==> config.mk <==
export PLATFORM = sky130hd
export DESIGN_NAME = mxbus_ctrl
export DESIGN_NICKNAME = d
export VERILOG_FILES = /design/src/rtl/mxbus_pkg.sv /design/src/rtl/mxbus_seq.sv /design/src/rtl/mxbus_dp.sv /design/src/rtl/mxbus_ctrl.sv
export SDC_FILE = /design/constraint.sdc
export NUM_CORES = 1
export LEC_CHECK = 0
export ABC_AREA = 1
export BUFFER_PORTS_ARGS = -buffer_cell sky130_fd_sc_hd__buf_2
export CORE_AREA = 8 8 97 99
export CTS_CLUSTER_SIZE = 28
export DETAILED_ROUTE_END_ITERATION = 10
export DIE_AREA = 0 0 105 107
export PLACE_DENSITY = 0.75
export SLEW_MARGIN = 40
export SYNTH_ARGS = -nofsm -noshare
export SYNTH_HDL_FRONTEND = slang
export SYNTH_HIERARCHICAL = 1
export SYNTH_SLANG_ARGS = --single-unit
export TNS_END_PERCENT = 30
==> constraint.sdc <==
create_clock -name clk -period 1.4 [get_ports clk]
set_input_delay 0.07 -clock clk [delete_from_list [all_inputs] [get_ports clk]]
set_output_delay 0.07 -clock clk [all_outputs]
set_load 0.05 [all_outputs]
==> src/rtl/mxbus_pkg.sv <==
package mxbus_pkg;
  typedef enum logic [2:0] {
    PH_IDLE = 3'd0,
    PH_T1   = 3'd1,
    PH_T2   = 3'd2,
    PH_T3   = 3'd3,
    PH_TW   = 3'd4,
    PH_T4   = 3'd5
  } phase_e;

  // strobes from sequencer to datapath
  typedef struct packed {
    logic load;       // latch the request
    logic capture;    // latch read data
    logic ale;        // address latch pulse
    logic addrPhase;  // T1
    logic dataPhase;  // T2..T4
    logic strobe;     // T2, T3, waits
    logic busy;       // any non-idle phase
  } busCtl_t;
endpackage

==> src/rtl/mxbus_seq.sv <==
module mxbus_seq
  import mxbus_pkg::*;
(
  input  logic    clk,
  input  logic    rst,
  input  logic    reqValid,
  input  logic    readyIn,
  output busCtl_t ctl,
  output logic    reqAck,
  output logic    doneValid
);
  phase_e phase, phaseNxt;

  always_comb begin
    phaseNxt = phase;
    unique case (phase)
      PH_IDLE: if (reqValid) phaseNxt = PH_T1;
      PH_T1:   phaseNxt = PH_T2;
      PH_T2:   phaseNxt = PH_T3;
      PH_T3,
      PH_TW:   phaseNxt = readyIn ? PH_T4 : PH_TW;
      PH_T4:   phaseNxt = PH_IDLE;
      default: phaseNxt = PH_IDLE;
    endcase
  end

  always_ff @(posedge clk) begin
    if (rst) begin
      phase     <= PH_IDLE;
      doneValid <= 1'b0;
    end else begin
      phase     <= phaseNxt;
      doneValid <= (phase == PH_T4);
    end
  end

  always_comb begin
    ctl.load      = (phase == PH_IDLE) && reqValid;
    ctl.capture   = ((phase == PH_T3) || (phase == PH_TW)) && readyIn;
    ctl.ale       = (phase == PH_T1);
    ctl.addrPhase = (phase == PH_T1);
    ctl.dataPhase = (phase == PH_T2) || (phase == PH_T3) ||
                    (phase == PH_TW) || (phase == PH_T4);
    ctl.strobe    = (phase == PH_T2) || (phase == PH_T3) || (phase == PH_TW);
    ctl.busy      = (phase != PH_IDLE);
  end

  assign reqAck = (phase == PH_T1);
endmodule

==> src/rtl/mxbus_dp.sv <==
module mxbus_dp
  import mxbus_pkg::*;
#(
  parameter int OFF_W     = 16,
  parameter int SEG_SHIFT = 4
) (
  input  logic                 clk,
  input  logic                 rst,
  input  busCtl_t              ctl,
  input  logic                 reqWrite,
  input  logic                 reqIo,
  input  logic                 reqWord,
  input  logic [OFF_W-1:0]     reqSeg,
  input  logic [OFF_W-1:0]     reqOff,
  input  logic [OFF_W-1:0]     reqWdata,
  input  logic [OFF_W-1:0]     adIn,
  output logic [OFF_W-1:0]     adOut,
  output logic                 adOe,
  output logic [SEG_SHIFT-1:0] upOut,
  output logic                 aleOut,
  output logic                 bheN,
  output logic                 rdN,
  output logic                 wrN,
  output logic                 denN,
  output logic                 dtR,
  output logic                 mIo,
  output logic [OFF_W-1:0]     rdData
);
  localparam int ADDR_W = OFF_W + SEG_SHIFT;
  localparam int BYTE_W = OFF_W / 2;

  logic [ADDR_W-1:0] physAddr;
  logic              isWr, isIo, isWord;
  logic [OFF_W-1:0]  wData;
  logic [OFF_W-1:0]  rdLane;
  logic [OFF_W-1:0]  wrLanes;
  logic [SEG_SHIFT-1:0] statusNib;
  logic              hiLane;

  always_ff @(posedge clk) begin
    if (rst) begin
      physAddr <= '0;
      isWr     <= 1'b0;
      isIo     <= 1'b0;
      isWord   <= 1'b0;
      wData    <= '0;
      rdData   <= '0;
    end else begin
      if (ctl.load) begin
        physAddr <= (ADDR_W'(reqSeg) << SEG_SHIFT) + ADDR_W'(reqOff);
        isWr     <= reqWrite;
        isIo     <= reqIo;
        isWord   <= reqWord;
        wData    <= reqWdata;
      end
      if (ctl.capture && !isWr) rdData <= rdLane;
    end
  end

  always_comb begin
    if (isWord)           rdLane = adIn;
    else if (physAddr[0]) rdLane = {{(OFF_W-BYTE_W){1'b0}}, adIn[OFF_W-1:BYTE_W]};
    else                  rdLane = {{(OFF_W-BYTE_W){1'b0}}, adIn[BYTE_W-1:0]};
  end

  assign wrLanes   = isWord ? wData : {wData[BYTE_W-1:0], wData[BYTE_W-1:0]};
  assign statusNib = SEG_SHIFT'({2'b01, isWr, isIo});
  assign hiLane    = isWord | physAddr[0];

  always_comb begin
    if (ctl.addrPhase)                adOut = physAddr[OFF_W-1:0];
    else if (ctl.dataPhase && isWr)   adOut = wrLanes;
    else                              adOut = '0;
    if (ctl.addrPhase)                upOut = physAddr[ADDR_W-1:OFF_W];
    else if (ctl.dataPhase)           upOut = statusNib;
    else                              upOut = '0;
  end

  assign aleOut = ctl.ale;
  assign adOe   = ctl.addrPhase | (ctl.dataPhase & isWr);
  assign rdN    = !(ctl.strobe & !isWr);
  assign wrN    = !(ctl.strobe & isWr);
  assign denN   = !ctl.strobe;
  assign dtR    = ctl.busy & isWr;
  assign mIo    = ctl.busy & isIo;
  assign bheN   = !(ctl.busy & hiLane);
endmodule

==> src/rtl/mxbus_ctrl.sv <==
module mxbus_ctrl
  import mxbus_pkg::*;
#(
  parameter int OFF_W     = 16,
  parameter int SEG_SHIFT = 4
) (
  input  logic                 clk,
  input  logic                 rst,
  input  logic                 reqValid,
  input  logic                 reqWrite,
  input  logic                 reqIo,
  input  logic                 reqWord,
  input  logic [OFF_W-1:0]     reqSeg,
  input  logic [OFF_W-1:0]     reqOff,
  input  logic [OFF_W-1:0]     reqWdata,
  output logic                 reqAck,
  output logic                 doneValid,
  output logic [OFF_W-1:0]     rdData,
  output logic [OFF_W-1:0]     adOut,
  output logic                 adOe,
  input  logic [OFF_W-1:0]     adIn,
  output logic [SEG_SHIFT-1:0] upOut,
  output logic                 aleOut,
  output logic                 bheN,
  output logic                 rdN,
  output logic                 wrN,
  output logic                 denN,
  output logic                 dtR,
  output logic                 mIo,
  input  logic                 readyIn
);
  busCtl_t ctl;

  mxbus_seq u_seq (
    .clk(clk), .rst(rst), .reqValid(reqValid), .readyIn(readyIn),
    .ctl(ctl), .reqAck(reqAck), .doneValid(doneValid)
  );

  mxbus_dp #(.OFF_W(OFF_W), .SEG_SHIFT(SEG_SHIFT)) u_dp (
    .clk(clk), .rst(rst), .ctl(ctl),
    .reqWrite(reqWrite), .reqIo(reqIo), .reqWord(reqWord),
    .reqSeg(reqSeg), .reqOff(reqOff), .reqWdata(reqWdata),
    .adIn(adIn), .adOut(adOut), .adOe(adOe), .upOut(upOut),
    .aleOut(aleOut), .bheN(bheN), .rdN(rdN), .wrN(wrN),
    .denN(denN), .dtR(dtR), .mIo(mIo), .rdData(rdData)
  );
endmodule

==> qor.yml <==
r2r-end: "u_dp/wData[13]$_SDFFE_PP0P_"
postLayoutCellArea_sq_mm: 0.005600
yosysWarnings: 6
p_sw_share_pct: 39.26
rr_worst_depth: 8
p_per_area_mw_per_mm2: 1209
layout_commonest_cell: "nand2_1"
cp.buffers_inverters: 3
dpl_cell_area_sq_mm: 0.004663
synthesis.nets: 622
ios: 117
min_period_ns: 1.860
internal_power_mw: 4.113
drt-initial-drc-count: 255
synth_top_area_cell: "dfxtp_1"
die_area_sq_mm: 0.01124
cp_cell_sequence: "nor3_4, clkinvlp_4, nand3_4, buf_12, o22ai_4, buf_6"
drive_above_1_share_pct: 37.74
die_y_um: 107
initial_core_util_pct: 44.13
most-common-layout-cells: "nand2_1, buf_2, inv_1"
drt_pass1_iterations: 5
fin_cells: 823
synth_top_area_share_pct: 33.76
holdWs_ns: -0.008843
p_leak_nw: 2.829
syn-cell-area_sq_mm: 0.003498
max-cap-violations: 0
overflow: 0
cts_max_level: 3
fin_crit_sh_pct: 132.8
setup-tns-final_ns: -10.41
antenna_found_initial: 0
slew_headroom_pct: 74.15
routed_via_density: 4.933
critPathArrivalTime_ns: 1.79
status: "finished, violations left"
finalPower_mw: 6.772
min_to: "u_dp/isWr$_SDFFE_PP0P_"
finalWeightedCongestion: 0.9106
num_rows: 33
grt_pass1_wl_um: 19640
cp_max_fo: 7
min_path_cells: 3
clock_path_buffers: 2
dp.cells: 783
clock_latency_ns: 0.35
clkPwrFrac_pct: 24.3
cpMaxStageDelayCell: "dfxtp_4"
cts.clk_slew.worst_paths_ns: 0.07
start_kind: "register"
end_kind: "output pin"
cts_sinks: 59
syn_area_per_cell_sq_um: 6.503
finish.utilization_pct: 70.64
fp.dieW_um: 105
dp_hpwl_um: 8681
io_buffers: 116
ant_nets: 0
path_class: "reg2out"
rsz0062_at_grt: "true"
ys_ff_latch: 59
seqPwrFrac_pct: 30.1
cts_tree: "done"
grt_pass1_vias: 4254
hold_class: "in2reg"
slowest_delay_ns: 0.37
worst_slack_ns: -0.4597
core-area_sq_mm: 0.007928
violations: "negative hold slack, negative setup slack"
yosysSeqAreaShare_pct: 33.76
grt.total_usage_pct: 21.10
fmax_mhz: 537.7
wirelength_um: 11880
place_ws_ns: -0.2489
synthDistinctLibCells: 32
syn2layout_area_growth_pct: 60.09
p_comb_share_pct: 45.5
rr_startpoint: "u_seq/phase[1]$_SDFFE_PP0P_"
via_count: 4060
final_nets: 797
r2r_slack_ns: -0.07
critPathRequiredTime_ns: 1.33
vdd.ir_drop.worst_uv: 491.1
synth_area_leaders: "dfxtp_1, nand2_1, inv_1, nand3_1, a21oi_1"
hold_viol: 1
tightest_slew_ns: 0.3878
grt_max_degree: 35
syn_inst: 538
cts_buffers: 9
setup_viol: 65
slew_viol_final: 0
cts_root_buffer: "clkbuf_8"
switching_power_mw: 2.659
drcViolationCount: 0
antenna_cells: 0
min_from: "reqWrite"
wl_per_cell_um: 14.44
clock-skew-final_ns: 0.009195
cpLargestDelayFamily: "buffers and inverters"
==> tightest hold or removal path, stage by stage <==
cell	delay (ns)
buf_2	0.09
o21ai_2	0.05
a21oi_1	0.10
==> layer usage <==
layer,track usage [%],routed length [um]
met1,21.81,4695
met2,38.78,6116
met3,5.819,791
met4,9.990,280
met5,0,0
==> power groups by stage <==
stage	sequential (mW)	clock [mW]	combinational, mW
2_1_floorplan	2.10	0	1.68
3_3_place_gp	2.05	0	2.48
3_5_place_dp	2.06	0	2.52
4_1_cts	2.03	1.68	2.93
5_1_grt	2.06	1.75	3.31
6_report	2.04	1.65	3.08
==> worst max-delay path by stage <==
stage                                           start   endpoint  slack [ns]  depth (start not counted)
final                     u_seq/phase[2]$_SDFFE_PP0P_  adOut[14]       -0.46                          6
after global routing      u_seq/phase[2]$_SDFFE_PP0P_  adOut[14]       -0.54                          6
after CTS                 u_seq/phase[1]$_SDFFE_PP0P_  adOut[14]       -0.48                          7
after detailed placement  u_seq/phase[1]$_SDFFE_PP0P_   adOut[4]       -0.25                          7
after global placement    u_seq/phase[1]$_SDFFE_PP0P_   adOut[4]       -0.20                          7
after floorplan           u_seq/phase[0]$_SDFFE_PP0P_  adOut[11]       -0.66                          7
==> synth_stat cells <==
master    count
and2_4        1
nor3_2        2
o21ai_2       1
fa_1          1
nand4_1       1
buf_1         1
ha_1         12
or2_1         1
xor2_1        5
nand3b_1      1
nand2_2       8
nor3_1        3
inv_2         9
o211ai_1      9
buf_2        11
clkbuf_8      2
o21ai_1       1
nand2_1     111
o22ai_1       9
a21oi_1      44
buf_4         3
clkbuf_1      6
xnor2_1       1
buf_6         2
nand2_4       1
nor2_1       58
a21oi_2       1
inv_1        84
nand3_2       3
dfxtp_1      59
o21ai_0      41
nand3_1      46
==> state kept, by name, summed over array words and instances (netlist names) <==
signal and cells:
u_dp/rdData 16, u_dp/isIo 1, u_dp/isWord 1, u_dp/isWr 1
u_seq/phase 3, u_dp/wData 16, u_dp/physAddr 20, u_seq/doneValid 1
==> layout make-up <==
type,count,area (sq um)
fill,625,2327
tap,105,131.4
timing repair inverter,2,12.51
multi-input combinational,361,2183
inverter,93,365.4
timing repair buffer,187,1503
clock buffer,12,165.2
clock inverter,4,47.55
sequential,59,1192
==> timing repair <==
| item | in CTS | in global routing |
|---|---|---|
| pin swaps | 11 | 6 |
| cloned | 3 | 0 |
| hold endpoints to repair | 17 | 0 |
| resized for setup | 111 | 42 |
| buffers inserted | 6 | 3 |
| setup endpoints to repair | 84 | 83 |
| hold buffers | 17 | 0 |
==> kinds of logic (layout without fill, tap and decap cells) <==
family	Yosys count	in the layout	share of synthesized area, %
DFF	59	59	33.76
xor gates and xnor gates	6	6	1.502
adders and majority gates	13	13	4.864
and+or+nand+nor	236	236	29.15
buffers and inverters	118	298	14.38
AOI/OAI and AO/OA	106	106	16.34
(Power assumes the default switching activity.)
